**config.mk**
```make
export PLATFORM = sky130hd
export DESIGN_NAME = bkpt_unit
export DESIGN_NICKNAME = d
export VERILOG_FILES = /design/src/rtl/bkpt_pkg.sv /design/src/rtl/bkpt_regs.sv /design/src/rtl/bkpt_match.sv /design/src/rtl/bkpt_tagq.sv /design/src/rtl/bkpt_unit.sv
export SDC_FILE = /design/constraint.sdc
export NUM_CORES = 1
export LEC_CHECK = 0
export BUFFER_PORTS_ARGS = -buffer_cell sky130_fd_sc_hd__buf_2
export CAP_MARGIN = 20
export CORE_MARGIN = 5
export CORE_UTILIZATION = 45
export DETAILED_ROUTE_END_ITERATION = 8
export MAX_ROUTING_LAYER = met4
export PLACE_DENSITY = 0.71
export REMOVE_ABC_BUFFERS = 1
export SLEW_MARGIN = 40
export SYNTH_ARGS = -nofsm -noshare
export SYNTH_HDL_FRONTEND = slang
export SYNTH_HIERARCHICAL = 1
export SYNTH_SLANG_ARGS = --single-unit
```
**constraint.sdc**
```tcl
create_clock -name clk -period 2.45 [get_ports clk]
set_input_delay 0.245 -clock clk [delete_from_list [all_inputs] [get_ports clk]]
set_output_delay 0.245 -clock clk [all_outputs]
set_load 0.005 [all_outputs]
```
**src/rtl/bkpt_pkg.sv**
```systemverilog
package bkpt_pkg;

  typedef enum logic [1:0] {
    MODE_OFF      = 2'b00,
    MODE_SWI_DUAL = 2'b01,
    MODE_BDM_FULL = 2'b10,
    MODE_BDM_DUAL = 2'b11
  } bk_mode_e;

  typedef struct packed {
    bk_mode_e mode;
    logic     prog_only;
    logic     rng1;
    logic     rng0;
  } bk_ctrl_t;

  localparam int CTRL_W = 8;

  // Pack the control fields into their readable byte image.
  function automatic logic [CTRL_W-1:0] ctrl_image(input bk_ctrl_t c);
    return {c.mode, c.prog_only, 3'b000, c.rng1, c.rng0};
  endfunction

  // Unpack a written byte into the control fields.
  function automatic bk_ctrl_t ctrl_decode(input logic [CTRL_W-1:0] b);
    bk_ctrl_t c;
    c.mode      = bk_mode_e'(b[7:6]);
    c.prog_only = b[5];
    c.rng1      = b[1];
    c.rng0      = b[0];
    return c;
  endfunction

endpackage

```
**src/rtl/bkpt_regs.sv**
```systemverilog
module bkpt_regs
  import bkpt_pkg::*;
#(
  parameter int BUS_W = 16
) (
  input  logic             clk,
  input  logic             rst_n,
  input  logic             reg_we,
  input  logic [1:0]       reg_waddr,
  input  logic [BUS_W-1:0] reg_wdata,
  input  logic [1:0]       reg_raddr,
  output logic [BUS_W-1:0] reg_rdata,
  output bk_ctrl_t         ctrl,
  output logic [BUS_W-1:0] cmp0,
  output logic [BUS_W-1:0] cmp1
);

  localparam int PAD_W = BUS_W - CTRL_W;

  always_ff @(posedge clk or negedge rst_n) begin
    if (!rst_n) begin
      ctrl <= ctrl_decode('0);
      cmp0 <= '0;
      cmp1 <= '0;
    end else if (reg_we) begin
      case (reg_waddr)
        2'd0:    ctrl <= ctrl_decode(reg_wdata[CTRL_W-1:0]);
        2'd1:    cmp0 <= reg_wdata;
        2'd2:    cmp1 <= reg_wdata;
        default: ;
      endcase
    end
  end

  always_comb begin
    case (reg_raddr)
      2'd0:    reg_rdata = {{PAD_W{1'b0}}, ctrl_image(ctrl)};
      2'd1:    reg_rdata = cmp0;
      2'd2:    reg_rdata = cmp1;
      default: reg_rdata = '0;
    endcase
  end

endmodule

```
**src/rtl/bkpt_match.sv**
```systemverilog
module bkpt_match
  import bkpt_pkg::*;
#(
  parameter int BUS_W  = 16,
  parameter int PAGE_W = 8
) (
  input  bk_ctrl_t         ctrl,
  input  logic [BUS_W-1:0] cmp0,
  input  logic [BUS_W-1:0] cmp1,
  input  logic             bus_valid,
  input  logic [BUS_W-1:0] bus_addr,
  input  logic [BUS_W-1:0] bus_data,
  input  logic             bus_rnw,
  input  logic             rw_sel0,
  input  logic             rw_sel1,
  output logic             hit,
  output logic             prog_only
);

  localparam logic [BUS_W-1:0] PAGE_MASK = {{(BUS_W-PAGE_W){1'b1}}, {PAGE_W{1'b0}}};

  // Address equality, low page bits excluded unless full is set.
  function automatic logic addr_eq(input logic [BUS_W-1:0] cref,
                                   input logic [BUS_W-1:0] a,
                                   input logic             full);
    logic [BUS_W-1:0] m;
    m = full ? {BUS_W{1'b1}} : PAGE_MASK;
    return ((cref ^ a) & m) == '0;
  endfunction

  logic a0, a1, d1, rw0_ok, rw1_ok, raw;

  assign a0     = addr_eq(cmp0, bus_addr, ctrl.rng0);
  assign a1     = addr_eq(cmp1, bus_addr, ctrl.rng1);
  assign d1     = (bus_data == cmp1);
  assign rw0_ok = (bus_rnw == rw_sel0);
  assign rw1_ok = (bus_rnw == rw_sel1);

  always_comb begin
    case (ctrl.mode)
      MODE_SWI_DUAL: raw = a0 | a1;
      MODE_BDM_FULL: raw = a0 & d1 & rw0_ok;
      MODE_BDM_DUAL: raw = (a0 & rw0_ok) | (a1 & rw1_ok);
      default:       raw = 1'b0;
    endcase
  end

  assign hit       = bus_valid & raw;
  assign prog_only = (ctrl.mode == MODE_SWI_DUAL) | ctrl.prog_only;

endmodule

```
**src/rtl/bkpt_tagq.sv**
```systemverilog
module bkpt_tagq #(
  parameter int QDEPTH = 2,
  localparam int CW    = $clog2(QDEPTH + 1)
) (
  input  logic          clk,
  input  logic          rst_n,
  input  logic          flush,
  input  logic          push,
  input  logic          push_tag,
  input  logic          pop_req,
  output logic          fire,
  output logic [CW-1:0] cnt
);

  logic [QDEPTH-1:0] tags, tags_d;
  logic [CW-1:0]     rem, cnt_d;
  logic              pop, push_ok;

  assign pop     = pop_req && (cnt != '0) && !flush;
  assign rem     = cnt - CW'(pop);
  assign push_ok = push && !flush && (rem < CW'(QDEPTH));
  assign cnt_d   = flush ? '0 : rem + CW'(push_ok);
  assign fire    = pop && tags[0];

  for (genvar i = 0; i < QDEPTH; i++) begin : g_slot
    logic up;
    if (i == QDEPTH - 1) begin : g_last
      assign up = 1'b0;
    end else begin : g_mid
      assign up = tags[i+1];
    end
    assign tags_d[i] = (push_ok && rem == CW'(i)) ? push_tag : (pop ? up : tags[i]);
  end

  always_ff @(posedge clk or negedge rst_n) begin
    if (!rst_n) begin
      tags <= '0;
      cnt  <= '0;
    end else begin
      tags <= tags_d;
      cnt  <= cnt_d;
    end
  end

endmodule

```
**src/rtl/bkpt_unit.sv**
```systemverilog
module bkpt_unit
  import bkpt_pkg::*;
#(
  parameter int BUS_W  = 16,
  parameter int PAGE_W = 8,
  parameter int QDEPTH = 2
) (
  input  logic             clk,
  input  logic             rst_n,
  input  logic             reg_we,
  input  logic [1:0]       reg_waddr,
  input  logic [BUS_W-1:0] reg_wdata,
  input  logic [1:0]       reg_raddr,
  output logic [BUS_W-1:0] reg_rdata,
  input  logic             bus_valid,
  input  logic [BUS_W-1:0] bus_addr,
  input  logic [BUS_W-1:0] bus_data,
  input  logic             bus_rnw,
  input  logic             rw_sel0,
  input  logic             rw_sel1,
  input  logic             opc_fetch,
  input  logic             exec_start,
  input  logic             q_flush,
  output logic             swi_req,
  output logic             bdm_req
);

  localparam int CW = $clog2(QDEPTH + 1);

  bk_ctrl_t         ctrl;
  logic [BUS_W-1:0] cmp0, cmp1;
  logic [1:0]       mode_w;
  logic             hit_w, prog_only_w, tag_fire_w, bdm_mode_w, pend_q, pend_d;
  logic             boundary_fire_w;
  logic [CW-1:0]    q_cnt_w;

  bkpt_regs #(.BUS_W(BUS_W)) u_regs (
    .clk(clk), .rst_n(rst_n), .reg_we(reg_we), .reg_waddr(reg_waddr),
    .reg_wdata(reg_wdata), .reg_raddr(reg_raddr), .reg_rdata(reg_rdata),
    .ctrl(ctrl), .cmp0(cmp0), .cmp1(cmp1)
  );

  bkpt_match #(.BUS_W(BUS_W), .PAGE_W(PAGE_W)) u_match (
    .ctrl(ctrl), .cmp0(cmp0), .cmp1(cmp1), .bus_valid(bus_valid),
    .bus_addr(bus_addr), .bus_data(bus_data), .bus_rnw(bus_rnw),
    .rw_sel0(rw_sel0), .rw_sel1(rw_sel1), .hit(hit_w), .prog_only(prog_only_w)
  );

  bkpt_tagq #(.QDEPTH(QDEPTH)) u_tagq (
    .clk(clk), .rst_n(rst_n), .flush(q_flush), .push(opc_fetch),
    .push_tag(hit_w & prog_only_w), .pop_req(exec_start),
    .fire(tag_fire_w), .cnt(q_cnt_w)
  );

  assign mode_w          = ctrl.mode;
  assign bdm_mode_w      = ctrl.mode inside {MODE_BDM_FULL, MODE_BDM_DUAL};
  assign boundary_fire_w = exec_start & pend_q & bdm_mode_w;
  assign pend_d          = (pend_q & ~exec_start) | (hit_w & ~prog_only_w);

  always_ff @(posedge clk or negedge rst_n) begin
    if (!rst_n) begin
      pend_q  <= 1'b0;
      swi_req <= 1'b0;
      bdm_req <= 1'b0;
    end else begin
      pend_q  <= pend_d;
      swi_req <= tag_fire_w & (ctrl.mode == MODE_SWI_DUAL);
      bdm_req <= (tag_fire_w & bdm_mode_w) | boundary_fire_w;
    end
  end

endmodule

```
* After elaboration in Yosys (flattened, before gate mapping)
Index checks and enable logic that the tools add are counted.
Storage, ports and cells: flip-flop bits (word level) 44, input bits 62, output and inout port bits 18
Operators by class: mux-type cells 9, eq/ne operators 11, add/sub/neg operators 2, bitwise gates (word level) 23, reduce and logical (&&, ||, !) cells 20, order comparisons 1
Operators with widths (number):
- $pmux 16 s3 | 1
- $and 16x16->16 | 2
- $logic_not 16->1 | 2
- $xor 16x16->16 | 2
- $eq 16x16->1 | 1
- $mux 8 | 2
- $and 1x1->1 | 12
- $eq 2x1->1 const B | 4
- $eq 2x2->1 const B | 4
- $reduce_bool 2->1 | 4
- $logic_and 1x1->1 | 7
- $logic_not 2->1 | 3
- $reduce_and 2->1 | 3
- $or 1x1->1 | 5
- $mux 1 | 4
- $pmux 1 s3 | 1
- $add 2x1->2 | 1
- $eq 1x1->1 | 2
- $lt 2x2->1 const B | 1
- $mux 2 | 1
- $not 1->1 | 2
- $sub 2x1->2 | 1
- $logic_not 1->1 | 1

* Longest topological paths before layout
depth after elaboration 9, depth in mapped cells 9, gate-level depth less buffers 9

* Modules after synthesis
Netlist, hierarchy kept.
By module, submodules not included:
- bkpt_regs | times used 1, cells each 106, sequential area each 925.9 um2, area each 1731.7 um2
- bkpt_match | times used 1, cells each 78, sequential area each 0.0 um2, area each 611.8 um2
- bkpt_tagq | times used 1, cells each 29, sequential area each 100.1 um2, area each 265.3 um2
- bkpt_unit | times used 1, cells each 11, sequential area each 75.1 um2, area each 115.1 um2

* Least setup slack after synthesis
OpenSTA, ideal clock, no wires.
kind register to register, start register u_tagq.cnt[1], end register u_tagq.cnt[0], cell stages (with the launch flop) 8, data arrival time 1575 ps, data required time 2332 ps, clock period less this slack 1693 ps, setup slack 757 ps, buffers on the path 0, cells stage by stage dfrtp_1 -> nor2_1 -> nor2_1 -> ha_1 -> xor2_1 -> nor2_1 -> ha_1 -> nor2b_1
Between the ends: word-level cells in the longest chain between the ends 8
Ends and longest elaborated chain:
- from (decl) | RTL line bkpt_tagq.sv:12 | output logic [CW-1:0] cnt
- from (signal assigned) | RTL line bkpt_tagq.sv:41 | cnt <= cnt_d;
- $reduce_bool 2->1 | RTL line bkpt_tagq.sv:19 | assign pop = pop_req && (cnt != '0) && !flush;
- $logic_and 1x1->1 (2 in a row) | RTL line bkpt_tagq.sv:19
- $sub 2x1->2 (*) | RTL line bkpt_tagq.sv:20 | assign rem = cnt - CW'(pop);
- $lt 2x2->1 | RTL line bkpt_tagq.sv:21 | assign push_ok = push && !flush && (rem < CW'(QDEPTH));
- $logic_and 1x1->1 | RTL line bkpt_tagq.sv:21
- $add 2x1->2 (*) | RTL line bkpt_tagq.sv:22 | assign cnt_d = flush ? '0 : rem + CW'(push_ok);
- $mux 2 (*) | RTL line bkpt_tagq.sv:22
- net u_tagq.cnt_d[0] | RTL line bkpt_tagq.sv:16 | logic [CW-1:0] rem, cnt_d;
The timed path passes the listed nets; every way through them passes the cells marked *. A chain may end at the register's enable or synchronous reset.

* Final worst setup path
start register u_tagq.cnt[1], end register u_tagq.cnt[1]
Same word-level chain as after synthesis.

==> reports/results.tsv <==
metric	value	unit
status	finished clean	
slowest_delay	0.42	ns
ys_warn_count	6	
fin_skew	0.004227	ns
cpLargestDelayFamily	XOR/XNOR gates	
routedWlPerCell	16.67	µm
clock.fmax	515.1	MHz
ys_top_cells_by_count	dfrtp_1 (44), xnor2_1 (43), mux2_4 (20), mux2_2 (17)	
whs_path_depth	2	
synth_edf_count	0	
worst_slew_pin_slew	0.4845	ns
antenna_found_initial	0	
start_kind	register	
drtIter0Drc	61	
synth_cell_types	37	
clock_latency	0.29	ns
rr_worst_depth	8	
synth.cell_area	2724	µm²
fin_crit	1.941	ns
ant_nets	0	
cts_buffers	5	
async_reset_ff_frac	1.000	
crit_top_cell	nor2_1	
coreArea	5921	µm²
cp_num_buf_inv	0	
track_usage	0.1813	
setup_violations	0	
synthCells	224	
p_leak	1.540	nW
postCtsSetupBuffers	0	
start_util	0.4601	
htreeDepth	2	
syn_to_final_growth	21.18	%
drcViolationCount	0	
io_buffer_count	79	
cp-end-kind	register	
cts.clk_slew.worst_paths	0.08	ns
dpl.hpwl	4.968	mm
rows	28	
synth_ff_type	dfrtp_1	
relSlewSlack	0.6770	
ys_seq_area_frac	0.4042	
worst_path_max_delay_cell	dfrtp_1	
yosysTopAreaCellShare	0.4042	
required	2.63	ns
critPathKind	reg -> reg	
hold_viol	0	
ff2ff_setup_slack	0.51	ns
synth_area_leader_cell	dfrtp_1	
grt_pass1_vias	2133	
max-cap-violations	0	
min_path_type	in -> reg	
wirelength	6.400	mm
drv_slew	0	
post-synth-top-count-cell	dfrtp_1	
rsz0062_at_grt	false	
cp.arrival	2.12	ns
cts_buffer_depth	2	
ys_seq_elements	44	
cts_tree	yes	
dr.pass1.iters	4	
grt_max_degree	25	
powerDensity	677.4	nW/µm²
crit_fanout	4	
synth_area_leaders	dfrtp_1 (40%), xnor2_1 (14%), mux2_4 (11%), mux2_2 (7.0%), a22o_1 (3.5%)	
cts.sinks	44	
fp.dieH	87.80	µm
ir_worst_vdd	0.4004	mV
pin_count	80	
overflow	0	
post-route-period-util	0.7924	
diodes	0	
setup-tns-final	0	ns
vias	1988	
final_nets	372	
crit_cells	8	
crit_chain	nor2_1, nor2_1, ha_1, xor2_1, nor2_1, ha_1, xnor2_1, nor2_1	
fp.dieArea	7709	µm²
cts_root_buf	clkbuf_8	
dp_slack	0.5678	ns
die_w	87.80	µm
layout-drive-gt1-share	0.4337	
gp_congestion	0.7596	
final_util	0.5575	
grt_pass1_wl	10.44	mm
syn_area_per_cell	12.16	µm²
vias_per_cell	5.177	
finalWorstSetupSlack	0.5086	ns
[layout make-up]
| cell class | count | area (µm²) |
|---|---|---|
| clock buffer | 6 | 72.57 |
| clock inverter | 2 | 35.03 |
| fill | 523 | 2620 |
| inverter | 4 | 15.01 |
| multi-input combinational | 170 | 1555 |
| sequential | 44 | 1101 |
| tap | 75 | 93.84 |
| timing repair buffer | 83 | 427.9 |
[where the power goes]
part           internal [mW]  switching (mW)
clock network          0.303           0.240
registers              0.861           0.159
logic                  0.398           0.275
total                   1.56           0.674
[sequential cells by signal (all words and copies together), names as in the netlist]
register,flops
u_tagq/cnt,2
swi_req,1
u_regs/cmp0,16
pend_q,1
u_tagq/tags,2
u_regs/ctrl,5
u_regs/cmp1,16
bdm_req,1
[through the flow]
| step | std cells | total power, mW | hold slack, ns | instance area (µm²) |
|---|---|---|---|---|
| global route | 384 | 2.381 | 0.1591 | 3301 |
| floorplan | 218 | 1.466 | -0.05059 | 2671 |
| global placement | 375 | 1.690 | 0.2249 | 3183 |
| CTS | 384 | 2.266 | 0.1489 | 3301 |
| finish | 384 | 2.236 | 0.1596 | 3301 |
| detailed placement | 375 | 1.710 | 0.2236 | 3183 |
[per-layer routing]
layer,vias up,wire (µm),GRT usage
met4,0,62,0.04324
met1,964,2860,0.2427
li1,977,-,-
met5,-,0,-
met3,4,280,0.02728
met2,43,3196,0.2897
[cells by family after synthesis]
| group | synth area share |
|---|---|
| AOI/OAI and AO/OA | 0.07579 |
| DFF | 0.4042 |
| muxes | 0.1989 |
| adders and majority gates | 0.009185 |
| buffers and inverters | 0.02480 |
| xor gates and xnor gates | 0.1704 |
| and+or+nand+nor | 0.1167 |
[worst reg2reg max path: stages (launching register included)]
cell	delay (ns)
dfrtp_1	0.42
nor2_1	0.21
nor2_1	0.10
ha_1	0.23
xor2_1	0.35
nor2_1	0.10
ha_1	0.21
xnor2_1	0.16
nor2_1	0.05
[layout by cell type, fill, tap and decap left out, types with 2 or more instances in the layout]
| master | synthesis | final |
|---|---|---|
| nand4_1 | 11 | 11 |
| nand3b_4 | 2 | 2 |
| o2bb2ai_1 | 5 | 5 |
| o21ai_0 | 3 | 3 |
| nor4_1 | 3 | 3 |
| nand3_1 | 5 | 5 |
| inv_1 | 4 | 4 |
| nor2b_1 | 6 | 6 |
| xor2_1 | 10 | 10 |
| o21ai_1 | 2 | 2 |
| dfrtp_1 | 44 | 44 |
| buf_2 | 2 | 79 |
| ha_1 | 2 | 2 |
| nor2_1 | 6 | 6 |
| a21oi_1 | 3 | 3 |
| clkbuf_8 | 0 | 5 |
| nand2_1 | 2 | 2 |
| mux2i_1 | 5 | 5 |
| buf_4 | 1 | 3 |
| xnor2_1 | 43 | 43 |
| a22o_1 | 11 | 11 |
| mux2_4 | 20 | 20 |
| o22ai_1 | 2 | 2 |
| mux2_2 | 17 | 17 |
[path summary, 6_finish.rpt]
check	from	end
setup / recovery	u_tagq/cnt[1]	u_tagq/cnt[1]
hold reg to reg	pend_q	bdm_req
max in group asynchronous	rst_n	u_regs/cmp1[13]
setup reg to reg	u_tagq/cnt[1]	u_tagq/cnt[1]
min in group asynchronous	rst_n	u_regs/cmp0[3]
hold / removal	q_flush	u_tagq/cnt[1]
[timing repair]
| action | 4_1_cts | 5_1_grt |
|---|---|---|
| endpoints found under the hold margin | 20 | 0 |
| gates resized for setup | 0 | 0 |
| hold buffers | 1 | 0 |
(Power assumes the default switching activity.)
